`src/rtl/acr_pkg.sv`:
```
package acr_pkg;

    localparam int DATA_W     = 8;
    localparam int IDX_W      = 5;
    localparam int OP_W       = 2;
    localparam int AREA_W     = 2;
    localparam int ADDR_W     = AREA_W + OP_W + IDX_W;
    localparam int NODE_W     = 48;
    localparam int NODE_NIBS  = NODE_W / 4;
    localparam int SIZE_W     = 2;

    // register indices the logic depends on
    localparam int REG_RELOC_EVEN = 0;
    localparam int REG_RELOC_ODD  = 1;
    localparam int REG_HSTAT      = 8;

    // host status bit positions
    localparam int HS_ALT = 0;
    localparam int HS_ACC = 2;
    localparam int HS_ERR = 3;
    localparam int HS_TMR = 4;
    localparam int HS_EN  = 6;
    localparam int HS_SEL = 7;

    typedef enum logic [OP_W-1:0] {
        OP_WRITE = 2'b00,
        OP_AND   = 2'b01,
        OP_OR    = 2'b10,
        OP_READ  = 2'b11
    } acc_op_e;

    typedef enum logic [AREA_W-1:0] {
        AR_CTRL = 2'b00,
        AR_RSVD = 2'b01,
        AR_IDA  = 2'b10,
        AR_IDB  = 2'b11
    } area_e;

    // address layout, most significant field first
    typedef struct packed {
        area_e              area;
        acc_op_e            op;
        logic [IDX_W-1:0]   idx;
    } acc_addr_t;

    typedef struct packed {
        logic               active;
        logic               modify;
        logic               ctrl_hit;
        logic               err;
        acc_op_e            op;
        area_e              area;
        logic [IDX_W-1:0]   idx;
    } acc_cmd_t;

    function automatic logic [DATA_W-1:0] merge_byte(
        input acc_op_e           op,
        input logic [DATA_W-1:0] cur,
        input logic [DATA_W-1:0] wd
    );
        logic [DATA_W-1:0] res;
        case (op)
            OP_WRITE: res = wd;
            OP_AND:   res = cur & wd;
            OP_OR:    res = cur | wd;
            default:  res = cur;
        endcase
        return res;
    endfunction

    function automatic logic [DATA_W-1:0] id_a_byte(
        input logic [NODE_W-1:0] node,
        input logic [IDX_W-1:0]  i
    );
        logic [NODE_W-1:0] sh;
        logic [DATA_W-1:0] res;
        res = '0;
        if (int'(i) < NODE_NIBS) begin
            sh  = node >> (NODE_W - 4 - 4 * int'(i));
            res = {4'h0, sh[3:0]};
        end
        return res;
    endfunction

    function automatic logic [DATA_W-1:0] id_b_byte(input logic [IDX_W-1:0] i);
        return {i, 3'b000} ^ 8'hA5;
    endfunction

endpackage

```
`src/rtl/acr_decode.sv`:
```
module acr_decode
    import acr_pkg::*;
#(
    parameter int REG_COUNT = 18
) (
    input  logic              req_valid,
    input  logic [ADDR_W-1:0] req_addr,
    output acc_cmd_t          cmd
);

    localparam logic [IDX_W:0] CNT_LIM = (IDX_W+1)'(REG_COUNT);
    localparam logic [IDX_W-1:0] RO_IDX = IDX_W'(REG_RELOC_ODD);

    acc_addr_t a;
    logic      in_range;
    logic      is_ro;
    logic      is_mod;
    logic      bad;

    always_comb begin
        a        = acc_addr_t'(req_addr);
        in_range = ({1'b0, a.idx} < CNT_LIM);
        is_ro    = (a.idx == RO_IDX);
        is_mod   = (a.op != OP_READ);
        case (a.area)
            AR_CTRL: bad = !in_range || (is_mod && is_ro);
            AR_RSVD: bad = 1'b1;
            default: bad = is_mod;
        endcase

        cmd.active   = req_valid;
        cmd.modify   = req_valid && is_mod;
        cmd.ctrl_hit = (a.area == AR_CTRL) && in_range && !is_ro;
        cmd.err      = req_valid && bad;
        cmd.op       = a.op;
        cmd.area     = a.area;
        cmd.idx      = a.idx;
    end

endmodule

```
`src/rtl/acr_regfile.sv`:
```
module acr_regfile
    import acr_pkg::*;
#(
    parameter int REG_COUNT = 18
) (
    input  logic                              clk,
    input  logic                              rst,
    input  logic                              mod_en,
    input  logic                              ctrl_hit,
    input  logic                              acc_err,
    input  acc_op_e                           op,
    input  logic [IDX_W-1:0]                  idx,
    input  logic [DATA_W-1:0]                 wdata,
    input  logic [SIZE_W-1:0]                 size_strap,
    input  logic                              hw_tmr,
    input  logic                              hw_err,
    output logic [REG_COUNT-1:0][DATA_W-1:0]  reg_q
);

    for (genvar i = 0; i < REG_COUNT; i++) begin : g_reg
        if (i == REG_RELOC_ODD) begin : g_ro
            // read-only size report, nothing stored
            assign reg_q[i] = {4'b0000, size_strap, 2'b00};
        end else begin : g_rw
            logic [DATA_W-1:0] set_mask;
            logic [DATA_W-1:0] nxt;
            logic              hit;

            if (i == REG_HSTAT) begin : g_hs
                always_comb begin
                    set_mask         = '0;
                    set_mask[HS_TMR] = hw_tmr;
                    set_mask[HS_ERR] = hw_err;
                    set_mask[HS_ACC] = acc_err;
                end
            end else begin : g_plain
                assign set_mask = '0;
            end

            assign hit = mod_en && ctrl_hit && (idx == IDX_W'(i));

            always_comb begin
                nxt = reg_q[i];
                if (hit)
                    nxt = merge_byte(op, reg_q[i], wdata);
                // hardware and error sets override a same-cycle clear
                nxt = nxt | set_mask;
            end

            always_ff @(posedge clk) begin
                if (rst)
                    reg_q[i] <= '0;
                else
                    reg_q[i] <= nxt;
            end
        end
    end

endmodule

```
`src/rtl/acr_rdmux.sv`:
```
module acr_rdmux
    import acr_pkg::*;
#(
    parameter int                REG_COUNT = 18,
    parameter logic [NODE_W-1:0] NODE_ADDR = 48'h4000_1234_ABCD
) (
    input  logic [REG_COUNT-1:0][DATA_W-1:0] reg_q,
    input  area_e                            area,
    input  logic [IDX_W-1:0]                 idx,
    output logic [DATA_W-1:0]                rdata
);

    localparam logic [IDX_W:0] CNT_LIM = (IDX_W+1)'(REG_COUNT);

    always_comb begin
        rdata = '0;
        case (area)
            AR_CTRL: if ({1'b0, idx} < CNT_LIM) rdata = reg_q[idx];
            AR_IDA:  rdata = id_a_byte(NODE_ADDR, idx);
            AR_IDB:  rdata = id_b_byte(idx);
            default: rdata = '0;
        endcase
    end

endmodule

```
`src/rtl/acr_bank.sv`:
```
module acr_bank
    import acr_pkg::*;
#(
    parameter int                REG_COUNT = 18,
    parameter logic [NODE_W-1:0] NODE_ADDR = 48'h4000_1234_ABCD
) (
    input  logic              clk,
    input  logic              rst,
    input  logic              req_valid,
    input  logic [ADDR_W-1:0] req_addr,
    input  logic [DATA_W-1:0] req_wdata,
    input  logic [SIZE_W-1:0] ram_size_strap,
    input  logic              hw_timer_exp,
    input  logic              hw_int_err,
    output logic              rsp_valid,
    output logic [DATA_W-1:0] rsp_rdata,
    output logic [6:0]        ram_base,
    output logic              irq_out,
    output logic              chk_out,
    output logic              alt_sel
);

    acc_cmd_t                          cmd;
    logic [REG_COUNT-1:0][DATA_W-1:0]  reg_q;
    logic [DATA_W-1:0]                 rd_mux;
    logic [DATA_W-1:0]                 hstat;
    logic                              pending;
    logic                              is_read;

    acr_decode #(.REG_COUNT(REG_COUNT)) u_dec (
        .req_valid (req_valid),
        .req_addr  (req_addr),
        .cmd       (cmd)
    );

    acr_regfile #(.REG_COUNT(REG_COUNT)) u_regs (
        .clk        (clk),
        .rst        (rst),
        .mod_en     (cmd.modify),
        .ctrl_hit   (cmd.ctrl_hit),
        .acc_err    (cmd.err),
        .op         (cmd.op),
        .idx        (cmd.idx),
        .wdata      (req_wdata),
        .size_strap (ram_size_strap),
        .hw_tmr     (hw_timer_exp),
        .hw_err     (hw_int_err),
        .reg_q      (reg_q)
    );

    acr_rdmux #(.REG_COUNT(REG_COUNT), .NODE_ADDR(NODE_ADDR)) u_rd (
        .reg_q (reg_q),
        .area  (cmd.area),
        .idx   (cmd.idx),
        .rdata (rd_mux)
    );

    assign is_read = cmd.active && (cmd.op == OP_READ);

    always_ff @(posedge clk) begin
        if (rst) begin
            rsp_valid <= 1'b0;
            rsp_rdata <= '0;
        end else begin
            rsp_valid <= is_read;
            if (is_read)
                rsp_rdata <= rd_mux;
        end
    end

    assign hstat    = reg_q[REG_HSTAT];
    assign ram_base = reg_q[REG_RELOC_EVEN][7:1];
    assign pending  = hstat[HS_EN] && (hstat[HS_TMR] || hstat[HS_ERR] || hstat[HS_ACC]);
    assign irq_out  = pending && hstat[HS_SEL];
    assign chk_out  = pending && !hstat[HS_SEL];
    assign alt_sel  = hstat[HS_ALT];

endmodule

```
`config.mk`:
```
export PLATFORM = sky130hd
export DESIGN_NAME = acr_bank
export DESIGN_NICKNAME = d
export VERILOG_FILES = /design/src/rtl/acr_pkg.sv /design/src/rtl/acr_decode.sv /design/src/rtl/acr_regfile.sv /design/src/rtl/acr_rdmux.sv /design/src/rtl/acr_bank.sv
export SDC_FILE = /design/constraint.sdc
export NUM_CORES = 1
export LEC_CHECK = 0
export CORE_MARGIN = 4
export CORE_UTILIZATION = 55
export CTS_CLUSTER_DIAMETER = 80
export DETAILED_ROUTE_END_ITERATION = 10
export PLACE_DENSITY = 0.77
export SLEW_MARGIN = 20
export SYNTH_ARGS = -nofsm -noshare
export SYNTH_HDL_FRONTEND = slang
export SYNTH_SLANG_ARGS = --single-unit
```
`constraint.sdc`:
```
create_clock -name clk -period 7.7 [get_ports clk]
set_clock_uncertainty 0.15 [all_clocks]
set_input_delay 1.155 -clock clk [delete_from_list [all_inputs] [get_ports clk]]
set_output_delay 1.155 -clock clk [all_outputs]
set_load 0.02 [all_outputs]
```
==> flow_metrics.env, run 1 <==
export IMPL_synth_warnings=0
export IMPL_ctsHoldBuffers=0
export IMPL_n_antenna_cell=0
export IMPL_avgViaCountPerCell=6.80
export IMPL_slowest_stage="sky130_fd_sc_hd__nor4_4"
export IMPL_wl_um=21200
export IMPL_fillers=1061
export IMPL_max_freq_ghz=0.256
export IMPL_synth_area_leaders="sky130_fd_sc_hd__dfxtp_1, sky130_fd_sc_hd__a211oi_1, sky130_fd_sc_hd__a21oi_1"
export IMPL_cp_depth=7
export IMPL_layout_cells_non_filler=929
export IMPL_dpl_cells=898
export IMPL_synth_edf_count=0
export IMPL_synth_top_cell_by_area="sky130_fd_sc_hd__dfxtp_1"
export IMPL_whs_path_depth=2
export IMPL_r2r_depth=4
export IMPL_grt_setup_unrepaired="false"
export IMPL_synth_distinct_cells=60
export IMPL_postPlaceCellArea_um2=7620
export IMPL_worst_setup_hold_path_clk_slew_ps=60
export IMPL_finish_net_count=774
export IMPL_grt_first_pass_wirelength_um=32700
export IMPL_final_util_pct=62.4
export IMPL_via_count_of_the_first_global_routing_pass=5912
export IMPL_post_synth_inst_count=760
export IMPL_static_power_due_to_leakage_nw=2.61
export IMPL_postCtsSetupBuffers=0
export IMPL_antenna_left=0
export IMPL_top_level_ports=43
export IMPL_placer_congestion_estimate=0.971
export IMPL_mostFrequentLayoutCell="sky130_fd_sc_hd__dfxtp_1"
export IMPL_final_max_slew_violation_count=0
export IMPL_most_frequent_cells_in_the_layout="sky130_fd_sc_hd__dfxtp_1, sky130_fd_sc_hd__a21oi_1, sky130_fd_sc_hd__a211oi_1, sky130_fd_sc_hd__clkdlybuf4s50_1, sky130_fd_sc_hd__mux2i_1"
export IMPL_drcViolationCount=0
export IMPL_post_cts_resized=0
export IMPL_finalInstanceArea_um2=8230
export IMPL_worst_ir_drop_vdd_mv=0.140
export IMPL_timing_critical_path_slowest_cell_delay_ps=860
export IMPL_tritoncts_clock_tree="built"
export IMPL_cpLargestDelayFamily="simple AND/OR/NAND/NOR gates"
export IMPL_share_of_post_route_cells_with_drive_strength_above_1_pct=12.9
export IMPL_clk_root_buffer_cell="sky130_fd_sc_hd__clkbuf_16"
export IMPL_worst_tran_pin_value_ps=1060
export IMPL_syn_mean_instance_area_um2=9.71
export IMPL_grt_antenna_before_repair=0
export IMPL_detailedRoute_firstIterationViolations=880
export IMPL_fin_setup_tns_ps=0
export IMPL_netlist_area_um2=7380
export IMPL_router_iterations_before_antenna_repair=6
export IMPL_synth_sequential_area_ratio_pct=39.3
export IMPL_pin_count_of_the_biggest_net_entering_global_routing=95
export IMPL_cp_data_arrival_time_ps=4090
export IMPL_yosysTopAreaCellShare_pct=39.3
export IMPL_setup_violations=0
export IMPL_async_flop_share_pct=0
export IMPL_cp_required_ps=7880
export IMPL_die_h_um=124
export IMPL_worst_skew_pair_late_latency_ps=430
export IMPL_cts_inserted_buffers=17
export IMPL_finalWorstPathRequiredPeriod_ps=3900
export IMPL_crit_buf_inv=2
export IMPL_initial_utilization_pct=56.0
export IMPL_hold_class="flip-flop to flip-flop"
export IMPL_synthToLayoutAreaGrowth_pct=11.5
export IMPL_dp_hpwl_um=13800
export IMPL_core_area_um2=13200
export IMPL_fp_dieW_um=124
export IMPL_final_period_utilization_pct=50.7
export IMPL_wire_per_inst_um=22.8
export IMPL_crit_path_max_fanout=16
export IMPL_placement_io_buffers=42
export IMPL_criticalPathCategory="input pin to flip-flop"
export IMPL_clock_sinks=145
export IMPL_drv_cap=0
export IMPL_grt_remaining_overflow=0
export IMPL_slew_headroom_pct=29.1
export IMPL_critical_path_cell_chain="clkdlybuf4s50_1 > ha_1 > or4b_1 > buf_4 > nor4_4 > a21oi_1 > a211oi_1"
export IMPL_pwr_cell_area_nw_per_um2=215
export IMPL_synth_flop_cell="sky130_fd_sc_hd__dfxtp_1"
export IMPL_outcome="completed"
export IMPL_routed_via_count=6313
export IMPL_postSynthRegisterBits=145
export IMPL_cts_htree_levels=4
export IMPL_die_area_um2=15300
export IMPL_grt_total_usage_pct=28.2
export IMPL_worst_setup_path_start_kind="input pin"
export IMPL_clockBufferDepth=2
export IMPL_endpoint_kind="flip-flop"
export IMPL_hold_viol=0
export IMPL_row_count=42
export IMPL_synth_fp_nets=793
==> kinds of logic (layout without fill, tap and decap cells) <==
group / after synthesis / count (layout) / share of synthesized area [%]
AND/OR/NAND/NOR: 99 / 99 / 11.8
XOR/XNOR: 1 / 1 / 0.119
multiplexers: 56 / 56 / 9.12
adder cells (fa/ha/maj): 9 / 9 / 1.53
buffers and inverters: 104 / 97 / 7.31
flip-flops: 145 / 145 / 39.3
AO/OA/AOI/OAI: 346 / 346 / 30.8
==> worst min-delay path, delay by kind of cell (launching register included) <==
kind            cells  cell delay [ps]
compound gates      2              130
flops               1              320
==> per-layer routing <==
metal	track usage, %	vias up	wire length, um
li1	-	2895	-
met1	38.2	3042	8840
met4	11.3	0	670
met2	43.2	323	9780
met3	6.99	53	1880
met5	0	-	0
==> Yosys cell counts (3+ instances only) <==
library cell / count
sky130_fd_sc_hd__a211oi_1: 132
sky130_fd_sc_hd__a211oi_2: 4
sky130_fd_sc_hd__a21oi_1: 143
sky130_fd_sc_hd__a21oi_2: 4
sky130_fd_sc_hd__a221o_1: 4
sky130_fd_sc_hd__a221oi_1: 8
sky130_fd_sc_hd__a22oi_1: 10
sky130_fd_sc_hd__and2_0: 3
sky130_fd_sc_hd__and2_1: 13
sky130_fd_sc_hd__buf_1: 6
sky130_fd_sc_hd__buf_2: 13
sky130_fd_sc_hd__buf_4: 16
sky130_fd_sc_hd__buf_6: 7
sky130_fd_sc_hd__clkbuf_1: 48
sky130_fd_sc_hd__dfxtp_1: 145
sky130_fd_sc_hd__ha_1: 9
sky130_fd_sc_hd__inv_1: 12
sky130_fd_sc_hd__mux2_2: 10
sky130_fd_sc_hd__mux2i_1: 38
sky130_fd_sc_hd__mux4_2: 8
sky130_fd_sc_hd__nand2_1: 9
sky130_fd_sc_hd__nand2b_1: 7
sky130_fd_sc_hd__nand3_1: 7
sky130_fd_sc_hd__nand3b_1: 10
sky130_fd_sc_hd__nor2_1: 10
sky130_fd_sc_hd__nor4_4: 16
sky130_fd_sc_hd__o211ai_1: 5
sky130_fd_sc_hd__o21ai_0: 9
sky130_fd_sc_hd__o22ai_1: 7
sky130_fd_sc_hd__o31ai_1: 3
sky130_fd_sc_hd__or2_2: 3
sky130_fd_sc_hd__or3_1: 3
==> worst paths after layout <==
kind                                        from                       endpoint  slack, ps
setup / recovery                     req_addr[5]  u_regs.reg_q[39]$_SDFFE_PP0P_       3800
hold / removal       u_regs.reg_q[67]$_SDFF_PP0_    u_regs.reg_q[67]$_SDFF_PP0_        350
setup reg to reg  u_regs.reg_q[120]$_SDFFE_PP0P_      rsp_rdata[0]$_SDFFE_PP0P_       5830
hold reg to reg      u_regs.reg_q[67]$_SDFF_PP0_    u_regs.reg_q[67]$_SDFF_PP0_        350
==> cell type report <==
class	count	area (um2)	share of cell area [%]
multi-input cells	511	3950	48.0
flip-flops and latches	145	2900	35.3
repair buffers	54	505	6.14
clock buffers	22	474	5.76
well taps	176	220	2.68
clock inverters	9	131	1.60
inverters	12	45.0	0.547
==> per-stage QoR <==
step	power, mW	worst slack [ps]	hold slack (ps)
3_5_place_dp	0.937	3470	341
3_3_place_gp	0.935	3540	339
4_1_cts	1.77	3850	349
6_report	1.77	3800	346
2_1_floorplan	0.883	4320	316
5_1_grt	1.82	3630	378
==> sequential cells by signal, indices dropped and copies added (netlist names) <==
signal        flops
u_regs.reg_q    136
rsp_rdata         8
rsp_valid         1
==> report_power, final <==
group	switching (mW)	total [mW]	internal, mW
registers	0.00206	0.755	0.753
logic	0.126	0.171	0.0445
clock network	0.313	0.845	0.532
total	0.441	1.77	1.33
Power figures use the tool's default switching activity.
==> run 2, diff against run 1 <==
==> constraint.sdc (replaced) <==
create_clock -name clk -period 4 [get_ports clk]
set_clock_uncertainty 0.15 [all_clocks]
set_input_delay 0.6 -clock clk [delete_from_list [all_inputs] [get_ports clk]]
set_output_delay 0.6 -clock clk [all_outputs]
set_load 0.02 [all_outputs]
==> run 2 against run 1 <==
  * Critical path depth decreased by 1
  * Largest power group unchanged
  * Die area unchanged
  * Count of clock-buffer cells in the layout decreased by 1
  * Largest cell class unchanged
==> flow_metrics.env, run 2 (synthesis gave the netlist of run 1 again) <==
export IMPL_wire_per_inst_um=22.5
export IMPL_postPlaceCellArea_um2=7800
export IMPL_worst_setup_hold_path_clk_slew_ps=60
export IMPL_largest_register_ff_count=136
export IMPL_largest_register="u_regs.reg_q"
export IMPL_initial_utilization_pct=56.0
export IMPL_reg_top3="u_regs.reg_q (136), rsp_rdata (8), rsp_valid (1)"
export IMPL_clock_sinks=145
export IMPL_ff_latch_area_um2=2900
export IMPL_cts_htree_levels=4
export IMPL_pwr_cell_area_nw_per_um2=400
export IMPL_pin_count_of_the_biggest_net_entering_global_routing=77
export IMPL_clk_root_buffer_cell="sky130_fd_sc_hd__clkbuf_16"
export IMPL_detailedRoute_firstIterationViolations=791
export IMPL_router_iterations_before_antenna_repair=6
export IMPL_final_max_slew_violation_count=0
export IMPL_placer_congestion_estimate=0.997
export IMPL_synthToLayoutAreaGrowth_pct=13.5
export IMPL_outcome="completed"
export IMPL_n_antenna_cell=0
export IMPL_criticalPathCategory="input pin to flip-flop"
export IMPL_post_cts_resized=0
export IMPL_drcViolationCount=0
export IMPL_clockBufferDepth=2
export IMPL_grt_setup_unrepaired="false"
export IMPL_top_level_ports=43
export IMPL_fillers=1066
export IMPL_share_of_post_route_cells_with_drive_strength_above_1_pct=15.4
export IMPL_static_power_due_to_leakage_nw=2.73
export IMPL_slowest_stage="sky130_fd_sc_hd__or4b_1"
export IMPL_die_h_um=124
export IMPL_dp_hpwl_um=14400
export IMPL_slew_headroom_pct=39.0
export IMPL_grt_antenna_before_repair=0
export IMPL_finalWorstPathRequiredPeriod_ps=3300
export IMPL_critical_path_cell_chain="clkdlybuf4s50_1 > ha_1 > or4b_1 > nor4_4 > a21oi_1 > a211oi_1"
export IMPL_postCtsSetupBuffers=0
export IMPL_tritoncts_clock_tree="built"
export IMPL_core_area_um2=13200
export IMPL_avgViaCountPerCell=6.78
export IMPL_drv_cap=0
export IMPL_worst_tran_pin_value_ps=902
export IMPL_antenna_left=0
export IMPL_worst_skew_pair_late_latency_ps=430
export IMPL_finish_net_count=799
export IMPL_cp_required_ps=4180
export IMPL_grt_remaining_overflow=0
export IMPL_via_count_of_the_first_global_routing_pass=6257
export IMPL_final_period_utilization_pct=82.5
export IMPL_hold_viol=0
export IMPL_crit_path_max_fanout=14
export IMPL_ctsHoldBuffers=0
export IMPL_most_frequent_cells_in_the_layout="sky130_fd_sc_hd__dfxtp_1, sky130_fd_sc_hd__a21oi_1, sky130_fd_sc_hd__a211oi_1, sky130_fd_sc_hd__clkdlybuf4s50_1, sky130_fd_sc_hd__buf_4"
export IMPL_endpoint_kind="flip-flop"
export IMPL_mostFrequentLayoutCell="sky130_fd_sc_hd__dfxtp_1"
export IMPL_die_area_um2=15300
export IMPL_worst_ir_drop_vdd_mv=0.291
export IMPL_wl_um=21500
export IMPL_cp_data_arrival_time_ps=3480
export IMPL_timing_critical_path_slowest_cell_delay_ps=860
export IMPL_final_util_pct=63.5
export IMPL_row_count=42
export IMPL_area_occupied_by_multi_input_gates_um2=3940
export IMPL_setup_violations=0
export IMPL_grt_first_pass_wirelength_um=33900
export IMPL_fin_setup_tns_ps=0
export IMPL_finalInstanceArea_um2=8380
export IMPL_hold_class="flip-flop to flip-flop"
export IMPL_cts_inserted_buffers=17
export IMPL_placement_io_buffers=42
export IMPL_routed_via_count=6465
export IMPL_max_freq_ghz=0.303
export IMPL_worst_setup_path_start_kind="input pin"
export IMPL_fp_dieW_um=124
export IMPL_grt_total_usage_pct=29.0
==> run 2: changes by cell type in the layout (fill, tap and decap cells not counted), sizes merged <==
cell | previous run | this run
buf | 14 | 39
clkbuf | 22 | 21
bufinv | 3 | 2
clkinv | 3 | 4
clkinvlp | 3 | 4
==> run 2: final timing paths <==
check / startpoint / end / slack (ps) / cells after the start
worst max-delay path: req_addr[5] / u_regs.reg_q[133]$_SDFFE_PP0P_ / 700 / 6
worst min-delay path: u_regs.reg_q[16]$_SDFFE_PP0P_ / u_regs.reg_q[16]$_SDFFE_PP0P_ / 360 / 2
worst max register to register: u_regs.reg_q[120]$_SDFFE_PP0P_ / rsp_rdata[0]$_SDFFE_PP0P_ / 2110 / 4
worst min register to register: u_regs.reg_q[16]$_SDFFE_PP0P_ / u_regs.reg_q[16]$_SDFFE_PP0P_ / 360 / 2
==> run 2: critical path, delay by kind of cell <==
family | cells | cell delay [ps]
simple gates | 2 | 1660
buf+inv | 1 | 470
fa+ha+maj | 1 | 310
compound gates | 2 | 430
==> run 2: area by class of cell <==
type | count | share of cell area, %
clock buffers | 21 | 5.61
flip-flops and latches | 145 | 34.6
inverters | 12 | 0.537
multi-input cells | 511 | 47.0
repair buffers | 79 | 8.27
well taps | 176 | 2.63
clock inverters | 10 | 1.31
==> run 2: metrics by stage <==
stage	setup WS, ps	hold slack, ps	total power, mW	cells
global route	557	380	3.44	954
finish	702	365	3.35	954
detailed placement	349	357	1.81	923
global placement	468	340	1.80	923
floorplan	1180	316	1.70	760
CTS	768	365	3.36	954
==> run 2: power by group <==
group | switching [mW] | internal, mW | total, mW | leakage, nW
sequential | 0.00423 | 1.45 | 1.45 | 1.17
clock | 0.607 | 0.958 | 1.56 | 0.277
combinational | 0.240 | 0.0944 | 0.335 | 1.28
total | 0.851 | 2.50 | 3.35 | 2.73
==> run 2: layer usage <==
layer	global-route usage (%)	wire length (um)
met1	37.5	8930
met4	13.4	802
met5	0	0
met3	5.90	1520
met2	46.7	10200
